$ cat config.mk
export PLATFORM = sky130hd
export DESIGN_NAME = pclk_gen
export DESIGN_NICKNAME = d
export VERILOG_FILES = /design/src/rtl/pclk_pkg.sv /design/src/rtl/pclk_regs.sv /design/src/rtl/pclk_src_sel.sv /design/src/rtl/pclk_frac_acc.sv /design/src/rtl/pclk_edge_seq.sv /design/src/rtl/pclk_gen.sv
export SDC_FILE = /design/constraint.sdc
export NUM_CORES = 1
export LEC_CHECK = 0
export ABC_AREA = 1
export BUFFER_PORTS_ARGS = -buffer_cell sky130_fd_sc_hd__buf_2
export CORE_MARGIN = 2
export CORE_UTILIZATION = 55
export CTS_CLUSTER_SIZE = 12
export DETAILED_ROUTE_END_ITERATION = 6
export GPL_TIMING_DRIVEN = 0
export PLACE_DENSITY = 0.76
export SKIP_LAST_GASP = 1
export SLEW_MARGIN = 25
export SYNTH_ARGS = -nofsm -noshare
export SYNTH_HDL_FRONTEND = slang
export SYNTH_HIERARCHICAL = 1
export SYNTH_SLANG_ARGS = --single-unit
$ cat constraint.sdc
create_clock -name clk -period 2.9 [get_ports clk]
set_input_delay 0.435 -clock clk [delete_from_list [all_inputs] [get_ports clk]]
set_output_delay 0.435 -clock clk [all_outputs]
set_load 0.01 [all_outputs]
$ cat src/rtl/pclk_pkg.sv
package pclk_pkg;
    localparam int DATA_W   = 32;
    localparam int INT_W    = 8;
    localparam int FRAC_W   = 4;
    localparam int EDGE_W   = 9;
    localparam int DIV_W    = INT_W + FRAC_W;
    localparam int POS_W    = INT_W + 2;
    localparam int FALL_LSB = 16;
    localparam int SRC_BIT  = 20;
    localparam int INV_BIT  = 17;
    localparam int USED_TOP = FALL_LSB + EDGE_W;

    localparam logic [DIV_W-1:0] DIV_RESET = DIV_W'(12'h010);

    typedef enum logic [1:0] {
        REG_DIV  = 2'd0,
        REG_EDGE = 2'd1,
        REG_CTRL = 2'd2
    } reg_sel_e;

    typedef struct packed {
        logic [INT_W-1:0]  whole;
        logic [FRAC_W-1:0] frac;
    } div_t;

    typedef struct packed {
        logic [EDGE_W-1:0] rise;
        logic [EDGE_W-1:0] fall;
    } edge_t;

    typedef struct packed {
        logic ext_src;
        logic invert;
    } ctrl_t;

    function automatic div_t unpack_div(input logic [DATA_W-1:0] d);
        div_t r;
        r.whole = d[FRAC_W +: INT_W];
        r.frac  = d[0 +: FRAC_W];
        return r;
    endfunction

    function automatic edge_t unpack_edge(input logic [DATA_W-1:0] d);
        edge_t r;
        r.rise = d[0 +: EDGE_W];
        r.fall = d[FALL_LSB +: EDGE_W];
        return r;
    endfunction

    function automatic ctrl_t unpack_ctrl(input logic [DATA_W-1:0] d);
        ctrl_t r;
        r.ext_src = d[SRC_BIT];
        r.invert  = d[INV_BIT];
        return r;
    endfunction

    function automatic logic [INT_W-1:0] eff_int(input logic [INT_W-1:0] w);
        return (w == '0) ? INT_W'(1) : w;
    endfunction

    function automatic logic [POS_W-1:0] period_len(input logic [INT_W-1:0] w,
                                                    input logic carry);
        logic [POS_W-1:0] base;
        base = POS_W'({eff_int(w), 1'b0});
        return carry ? base + POS_W'(2) : base;
    endfunction
endpackage

$ cat src/rtl/pclk_regs.sv
module pclk_regs
    import pclk_pkg::*;
(
    input  logic              clk,
    input  logic              rst,
    input  logic              wr_en,
    input  logic [1:0]        wr_sel,
    input  logic [DATA_W-1:0] wr_data,
    output div_t              div_q,
    output div_t              div_new,
    output edge_t             edge_q,
    output ctrl_t             ctrl_q,
    output logic              restart
);
    logic unused_hi_bits;
    assign unused_hi_bits = ^wr_data[DATA_W-1:USED_TOP];

    assign div_new = unpack_div(wr_data);
    assign restart = wr_en && (wr_sel == REG_DIV);

    always_ff @(posedge clk) begin
        if (rst) begin
            div_q  <= div_t'(DIV_RESET);
            edge_q <= '{rise: '0, fall: EDGE_W'(1)};
            ctrl_q <= '{ext_src: 1'b0, invert: 1'b0};
        end else if (wr_en) begin
            case (wr_sel)
                REG_DIV:  div_q  <= div_new;
                REG_EDGE: edge_q <= unpack_edge(wr_data);
                REG_CTRL: ctrl_q <= unpack_ctrl(wr_data);
                default:  ;
            endcase
        end
    end
endmodule

$ cat src/rtl/pclk_src_sel.sv
module pclk_src_sel
    import pclk_pkg::*;
(
    input  logic  ext_en,
    input  logic  bus_en,
    input  ctrl_t ctrl,
    input  logic  restart,
    output logic  step
);
    // A restart cycle swallows any enable so the new period starts cleanly.
    always_comb begin
        step = ctrl.ext_src ? ext_en : bus_en;
        if (restart) step = 1'b0;
    end
endmodule

$ cat src/rtl/pclk_frac_acc.sv
module pclk_frac_acc
    import pclk_pkg::*;
(
    input  logic             clk,
    input  logic             rst,
    input  logic             restart,
    input  logic             wrap,
    input  div_t             div_cur,
    input  div_t             div_new,
    output logic [POS_W-1:0] len
);
    logic [FRAC_W-1:0] acc;
    logic [FRAC_W:0]   sum;

    assign sum = {1'b0, acc} + {1'b0, div_cur.frac};

    always_ff @(posedge clk) begin
        if (rst) begin
            acc <= '0;
            len <= period_len(DIV_RESET[FRAC_W +: INT_W], 1'b0);
        end else if (restart) begin
            acc <= div_new.frac;
            len <= period_len(div_new.whole, 1'b0);
        end else if (wrap) begin
            acc <= sum[FRAC_W-1:0];
            len <= period_len(div_cur.whole, sum[FRAC_W]);
        end
    end
endmodule

$ cat src/rtl/pclk_edge_seq.sv
module pclk_edge_seq
    import pclk_pkg::*;
(
    input  logic             clk,
    input  logic             rst,
    input  logic             step,
    input  logic             restart,
    input  logic [POS_W-1:0] len,
    input  edge_t            edges,
    output logic             wrap,
    output logic [POS_W-1:0] pos,
    output logic             raw,
    output logic             tick
);
    logic hit_rise, hit_fall;

    assign hit_rise = (pos == POS_W'(edges.rise));
    assign hit_fall = (pos == POS_W'(edges.fall));
    assign wrap     = step && (pos == len - POS_W'(1));

    always_ff @(posedge clk) begin
        if (rst || restart) begin
            pos  <= '0;
            raw  <= 1'b0;
            tick <= 1'b0;
        end else if (step) begin
            if (hit_fall)      raw <= 1'b0;
            else if (hit_rise) raw <= 1'b1;
            tick <= (pos == '0);
            pos  <= wrap ? '0 : pos + POS_W'(1);
        end else begin
            tick <= 1'b0;
        end
    end
endmodule

$ cat src/rtl/pclk_gen.sv
module pclk_gen
    import pclk_pkg::*;
(
    input  logic              clk,
    input  logic              rst,
    input  logic              ext_en,
    input  logic              bus_en,
    input  logic              wr_en,
    input  logic [1:0]        wr_sel,
    input  logic [DATA_W-1:0] wr_data,
    output logic              pix_clk,
    output logic              pix_tick
);
    div_t             div_q, div_new;
    edge_t            edge_q;
    ctrl_t            ctrl_q;
    logic             div_restart;
    logic             sel_step;
    logic             period_wrap;
    logic [POS_W-1:0] cur_len;
    logic [POS_W-1:0] cur_pos;
    logic             pix_raw;

    pclk_regs u_regs (
        .clk(clk), .rst(rst), .wr_en(wr_en), .wr_sel(wr_sel), .wr_data(wr_data),
        .div_q(div_q), .div_new(div_new), .edge_q(edge_q), .ctrl_q(ctrl_q),
        .restart(div_restart)
    );

    pclk_src_sel u_src (
        .ext_en(ext_en), .bus_en(bus_en), .ctrl(ctrl_q),
        .restart(div_restart), .step(sel_step)
    );

    pclk_frac_acc u_acc (
        .clk(clk), .rst(rst), .restart(div_restart), .wrap(period_wrap),
        .div_cur(div_q), .div_new(div_new), .len(cur_len)
    );

    pclk_edge_seq u_seq (
        .clk(clk), .rst(rst), .step(sel_step), .restart(div_restart),
        .len(cur_len), .edges(edge_q), .wrap(period_wrap), .pos(cur_pos),
        .raw(pix_raw), .tick(pix_tick)
    );

    assign pix_clk = pix_raw ^ ctrl_q.invert;
endmodule

==> flow_summary.ini, run 1 <==
[run_status]
status = completed

[critical_path]
crit_fanout = 10
cp_top_family = buffers and inverters
reg2regPathDepth = 15
arrival_ps = 2860
critPathCapture = u_acc/len[8]$_SDFFE_PP0P_
worstSetupStartpointType = input pin
reg2reg_to = u_acc/len[8]$_SDFFE_PP0P_
cp.required_ps = 3090
crit_path_max_incr_delay_ps = 210
cp.depth = 19
crit_path_end_kind = register
critPathSlowestCell = buf_2
r2r_start = u_regs/ctrl_q[1]$_SDFFE_PP0P_
critPathBufInv = 7
cp_cell_sequence = buf_4, buf_2, nand2_1, inv_1, inv_1, nand2_1, nor2_2, inv_2, a21oi_1, nand3_1, nor2_1, nand2_1, nor2_2, nand3_2, inv_1, nor2_1, buf_2, a22oi_1, a21oi_1
crit_type = in2reg
critPathLaunch = wr_en
r2r_setup_slack_ps = 610

[finish]
fin_nets = 668
fill_cells = 607
fin_cells = 703
utilization_pct = 64.6
n_antenna_cell = 0
drive_above_1_share_pct = 15.3
design_area_um2 = 4120
area_growth_pct = 13.1

[power_and_ir_drop]
leakage_nw = 2.09
powerDensity_nw_per_um2 = 504
max-vdd-ir-drop_mv = 0.341

[timing]
timing.slew.headroom_pct = 61.4
rsz0062_at_grt = no
holdWs_ps = 321
setup_viol = 0
hold_viol = 0
worstMarginPinSlew_ps = 577
finalCriticalPeriod_ps = 2670
fin_skew_ps = 7.67
maxSlewViolCount = 0
post-route-period-util_pct = 92.2
fmax_ghz = 0.374

[yosys]
ys_warn_count = 6
synth_nets = 629
syn_avg_cell_area_um2 = 6.26
async_flop_share_pct = 0
yosys.area.top_type = dfxtp_1
synth_edf_count = 0
synth_cells = 582
synth_seq_area_share_pct = 31.3
ys_ff_latch = 57
synthTopCellsByCount = 155 x nand2_1, 97 x nor2_1, 86 x inv_1
synth_ff_type = dfxtp_1
yosys.area.top_type_share_pct = 31.3
synth_area_um2 = 3640
synth_cell_types = 40
synth_most_common_cell = nand2_1
synthTopCellsByArea = dfxtp_1 31%, nand2_1 16%, nor2_1 10%

[floorplan]
boundaryPins = 41
coreArea_um2 = 6390
die_height_um = 85.4
die_w_um = 85.4
rows = 29
initial_core_util_pct = 57.1
die-area_um2 = 7290

[clock_network]
insertion_delay_ps = 330
clock_path_buffers = 2
tritoncts = built
post_cts_buffers = 0
cts.sinks = 57
cts_buffers = 9
hold_buffers = 0
clk_pin_slew_ps = 70
clock-root-buffer = clkbuf_8
cts_resized = 0
cts-htree-levels = 3

[drt]
drtIter0Drc = 284
drt-wirelength-per-cell_um = 12.7
vias_per_cell = 5.16
drt_wl_total_um = 8920
drc = 0
ant_nets = 0
dr.pass1.iters = 6
vias = 3626

[global_routing]
antenna_found_initial = 0
grt_pass1_wl_um = 15200
grt_pass1_vias = 3154
overflow = 0
grt_usage_pct = 26.1
grt_max_degree = 12

[hold_path]
hold_depth = 3
hp-class = in2reg

[placed_design]
port_buffers = 28
place_congestion = 0.867
place_area_um2 = 3880
hpwlAfterDp_um = 6840
dp.cells = 687

[run]
maxCapViolations = 0
[layout make-up]
| class | instances | area, µm² | share of cell area, % |
|---|---|---|---|
| Inverter | 90 | 340 | 8.25 |
| Tap cell | 77 | 96.3 | 2.34 |
| Timing Repair Buffer | 28 | 140 | 3.40 |
| Buffer | 28 | 175 | 4.25 |
| Sequential cell | 57 | 1140 | 27.7 |
| Clock buffer | 9 | 124 | 3.00 |
| Clock inverter | 7 | 119 | 2.88 |
| Multi-Input combinational cell | 407 | 1990 | 48.2 |
[cell usage in the layout, fill, tap and decap left out, types with 7 or more instances in the layout]
master / synthesis / routed
nand2_1: 155 / 155
nor2_2: 7 / 7
a22oi_1: 8 / 8
ha_1: 7 / 7
clkbuf_8: 0 / 9
nor2_1: 97 / 97
nand3_1: 39 / 39
xor2_1: 10 / 10
buf_2: 7 / 35
buf_4: 16 / 16
dfxtp_1: 57 / 57
inv_1: 86 / 86
a21oi_1: 28 / 28
o21ai_0: 11 / 11
[power breakdown]
| group | switching, mW | internal (mW) |
|---|---|---|
| Sequential | 0.0412 | 0.821 |
| Clock | 0.336 | 0.570 |
| Combinational | 0.187 | 0.125 |
| Total | 0.564 | 1.52 |
[layer usage]
layer  GRT usage (%)  wire length (µm)  part of all wire [%]
met1            38.2              4200                    47
met2            39.9              4130                    46
met3            4.28               560                   6.3
met4            7.07                29                  0.33
met5               0                 0                     0
[cell families after synthesis]
family,count (synthesis),synth area share [%]
compound gates,59,9.27
flops,57,31.3
xor+xnor,14,3.74
buf+inv,118,14.1
simple gates,325,38.5
other cells,1,0.103
fa+ha+maj,8,2.95
[worst min-delay path: cells and delay by family]
| family | cells | cell delay (ps) |
|---|---|---|
| buf+inv | 1 | 70 |
| simple gates | 2 | 110 |
[stage by stage]
stage	TNS (ps)	power, mW	setup slack (ps)
6_report	0	2.08	227
5_1_grt	0	2.19	60.4
4_1_cts	0	2.09	268
3_5_place_dp	-553	1.19	-74.3
3_3_place_gp	-256	1.18	-42.7
2_1_floorplan	0	1.10	412
[worst min-delay path by stage]
stage / startpoint / end / slack (ps)
6_report: wr_data[21] / u_regs/edge_q[5]$_SDFFE_PP0P_ / 320
2_1_floorplan: u_regs/edge_q[0]$_SDFFE_PP1P_ / u_regs/edge_q[0]$_SDFFE_PP1P_ / 450
5_1_grt: wr_data[21] / u_regs/edge_q[5]$_SDFFE_PP0P_ / 310
3_3_place_gp: u_acc/acc[2]$_SDFFE_PP0P_ / u_acc/acc[2]$_SDFFE_PP0P_ / 480
4_1_cts: wr_data[21] / u_regs/edge_q[5]$_SDFFE_PP0P_ / 300
3_5_place_dp: u_acc/acc[2]$_SDFFE_PP0P_ / u_acc/acc[2]$_SDFFE_PP0P_ / 480
[flip-flops by register name, indices dropped and copies added, names as in the netlist]
name           flops
u_seq/raw          1
u_regs/div_q      12
u_acc/acc          4
u_seq/tick         1
u_regs/edge_q     18
u_seq/pos         10
u_acc/len          9
u_regs/ctrl_q      2
Note: power is estimated with default switching activity, not from simulation.
==> run 2: changes to the inputs <==
--- a/config.mk
+++ b/config.mk
@@ -12,7 +12,7 @@
 export CTS_CLUSTER_SIZE = 12
 export DETAILED_ROUTE_END_ITERATION = 6
 export GPL_TIMING_DRIVEN = 0
-export PLACE_DENSITY = 0.76
+export PLACE_DENSITY_LB_ADDON = 0.1
 export SKIP_LAST_GASP = 1
 export SLEW_MARGIN = 25
 export SYNTH_ARGS = -nofsm -noshare
==> flow_summary.ini, run 2 (synthesized netlist as in run 1, its figures left out) <==
[clock_network]
cts_buffers = 9
post_cts_buffers = 0
tritoncts = built
hold_buffers = 0
cts.sinks = 57
clock_path_buffers = 2
insertion_delay_ps = 340
clock-root-buffer = clkbuf_8
cts-htree-levels = 3
clk_pin_slew_ps = 70

[power_and_ir_drop]
powerDensity_nw_per_um2 = 463
p_total_mw = 1.88
max-vdd-ir-drop_mv = 0.302
leakage_nw = 2.06

[drt]
drtIter0Drc = 286
drt_wl_total_um = 8900
drc = 0
vias = 3581
ant_nets = 0
vias_per_cell = 5.10
drt-wirelength-per-cell_um = 12.7
dr.pass1.iters = 5

[global_routing]
overflow = 0
grt_usage_pct = 26.5
grt_max_degree = 11
grt_pass1_wl_um = 15300
global_route.usage.met3_pct = 5.35
antenna_found_initial = 0
globalRouteMet1Util_pct = 36.9
use_met2_pct = 41.7
grt.busiest_layer = met2
grt_pass1_vias = 3301

[critical_path]
crit_fanout = 10
worstSetupStartpointType = input pin
crit_path_max_incr_delay_ps = 200
cp.required_ps = 3100
critPathLaunch = wr_en
reg2reg_to = u_acc/len[7]$_SDFFE_PP0P_
critPathSlowestCell = buf_2
critPathCapture = u_acc/len[7]$_SDFFE_PP0P_
r2r_start = u_regs/ctrl_q[1]$_SDFFE_PP0P_
r2r_setup_slack_ps = 660
cp_cell_sequence = buf_4, buf_2, nand2_1, inv_2, inv_1, nand2_1, nor2_2, inv_2, a21oi_1, nand3_1, nor2_1, nand2_1, nor2_2, nand3_2, inv_2, nor2_1, buf_2, a22oi_1, a21oi_1
crit_path_end_kind = register
reg2regPathDepth = 15
arrival_ps = 2770
crit_type = in2reg

[timing]
holdWs_ps = 315
fin_skew_ps = 8.25
hold_viol = 0
fmax_ghz = 0.389
layout_setup_ws_ps = 332
setup_viol = 0
worstMarginPinSlew_ps = 561
finalCriticalPeriod_ps = 2570
post-route-period-util_pct = 88.6
timing.slew.headroom_pct = 62.5
rsz0062_at_grt = no
tns_ps = 0
maxSlewViolCount = 0

[placed_design]
port_buffers = 28
place_congestion = 0.888
hpwlAfterDp_um = 6900
dp_slack_ps = -104
place_area_um2 = 3880
dp.cells = 687

[hold_path]
hold_depth = 3
hp-class = in2reg

[finish]
final_common_cell = nand2_1
utilization_pct = 63.7
n_antenna_cell = 0
design_area_um2 = 4070
drive_above_1_share_pct = 15.7
fin_cells = 702
largest_reg_flops = 18
area_growth_pct = 11.6
fin_nets = 668
mostFrequentLayoutCells = 154 x nand2_1, 97 x nor2_1, 84 x inv_1
reg_top3 = u_regs/edge_q (18), u_regs/div_q (12), u_seq/pos (10)
largest-register = u_regs/edge_q

[floorplan]
die_w_um = 85.4
rows = 29
boundaryPins = 41
die_height_um = 85.4
initial_core_util_pct = 57.1
coreArea_um2 = 6390
die-area_um2 = 7290

[run_status]
status = completed

[run]
maxCapViolations = 0
-- run 2: worst min path at each step --
stage                                        from                       endpoint  slack [ps]
floorplan           u_regs/edge_q[0]$_SDFFE_PP1P_  u_regs/edge_q[0]$_SDFFE_PP1P_         450
global placement        u_acc/acc[2]$_SDFFE_PP0P_      u_acc/acc[2]$_SDFFE_PP0P_         480
detailed placement      u_acc/acc[2]$_SDFFE_PP0P_      u_acc/acc[2]$_SDFFE_PP0P_         490
CTS                                   wr_data[22]  u_regs/edge_q[6]$_SDFFE_PP0P_         300
global route                          wr_data[22]  u_regs/edge_q[6]$_SDFFE_PP0P_         310
finish                                wr_data[19]  u_regs/edge_q[3]$_SDFFE_PP0P_         310
-- run 2: what timing repair did --
action	CTS	global route
gates resized for setup	0	3
setup endpoints to repair	0	11
endpoints found under the hold margin	0	0
-- run 2: worst max-delay path: cells and delay by family --
kind,cells,cell delay (ps)
compound gates,3,380
simple gates,9,1000
buf+inv,7,950
-- run 2: area by class of cell --
cell class	count	area (µm²)
Fill cell	646	2320
Multi-Input combinational cell	407	1990
Sequential cell	57	1140
Inverter	90	340
Buffer	28	175
Timing Repair Buffer	28	140
Clock buffer	9	124
Tap cell	77	96.3
Clock inverter	6	60.1
-- run 2: power by group --
part,internal (mW),switching (mW)
logic,0.125,0.188
clock network,0.386,0.321
registers,0.822,0.0414
-- run 2: layer usage --
metal | vias to the layer above | wire length (µm)
li1 | 1861 | -
met1 | 1591 | 4370
met2 | 120 | 3870
met3 | 9 | 577
met4 | 0 | 89
met5 | - | 0
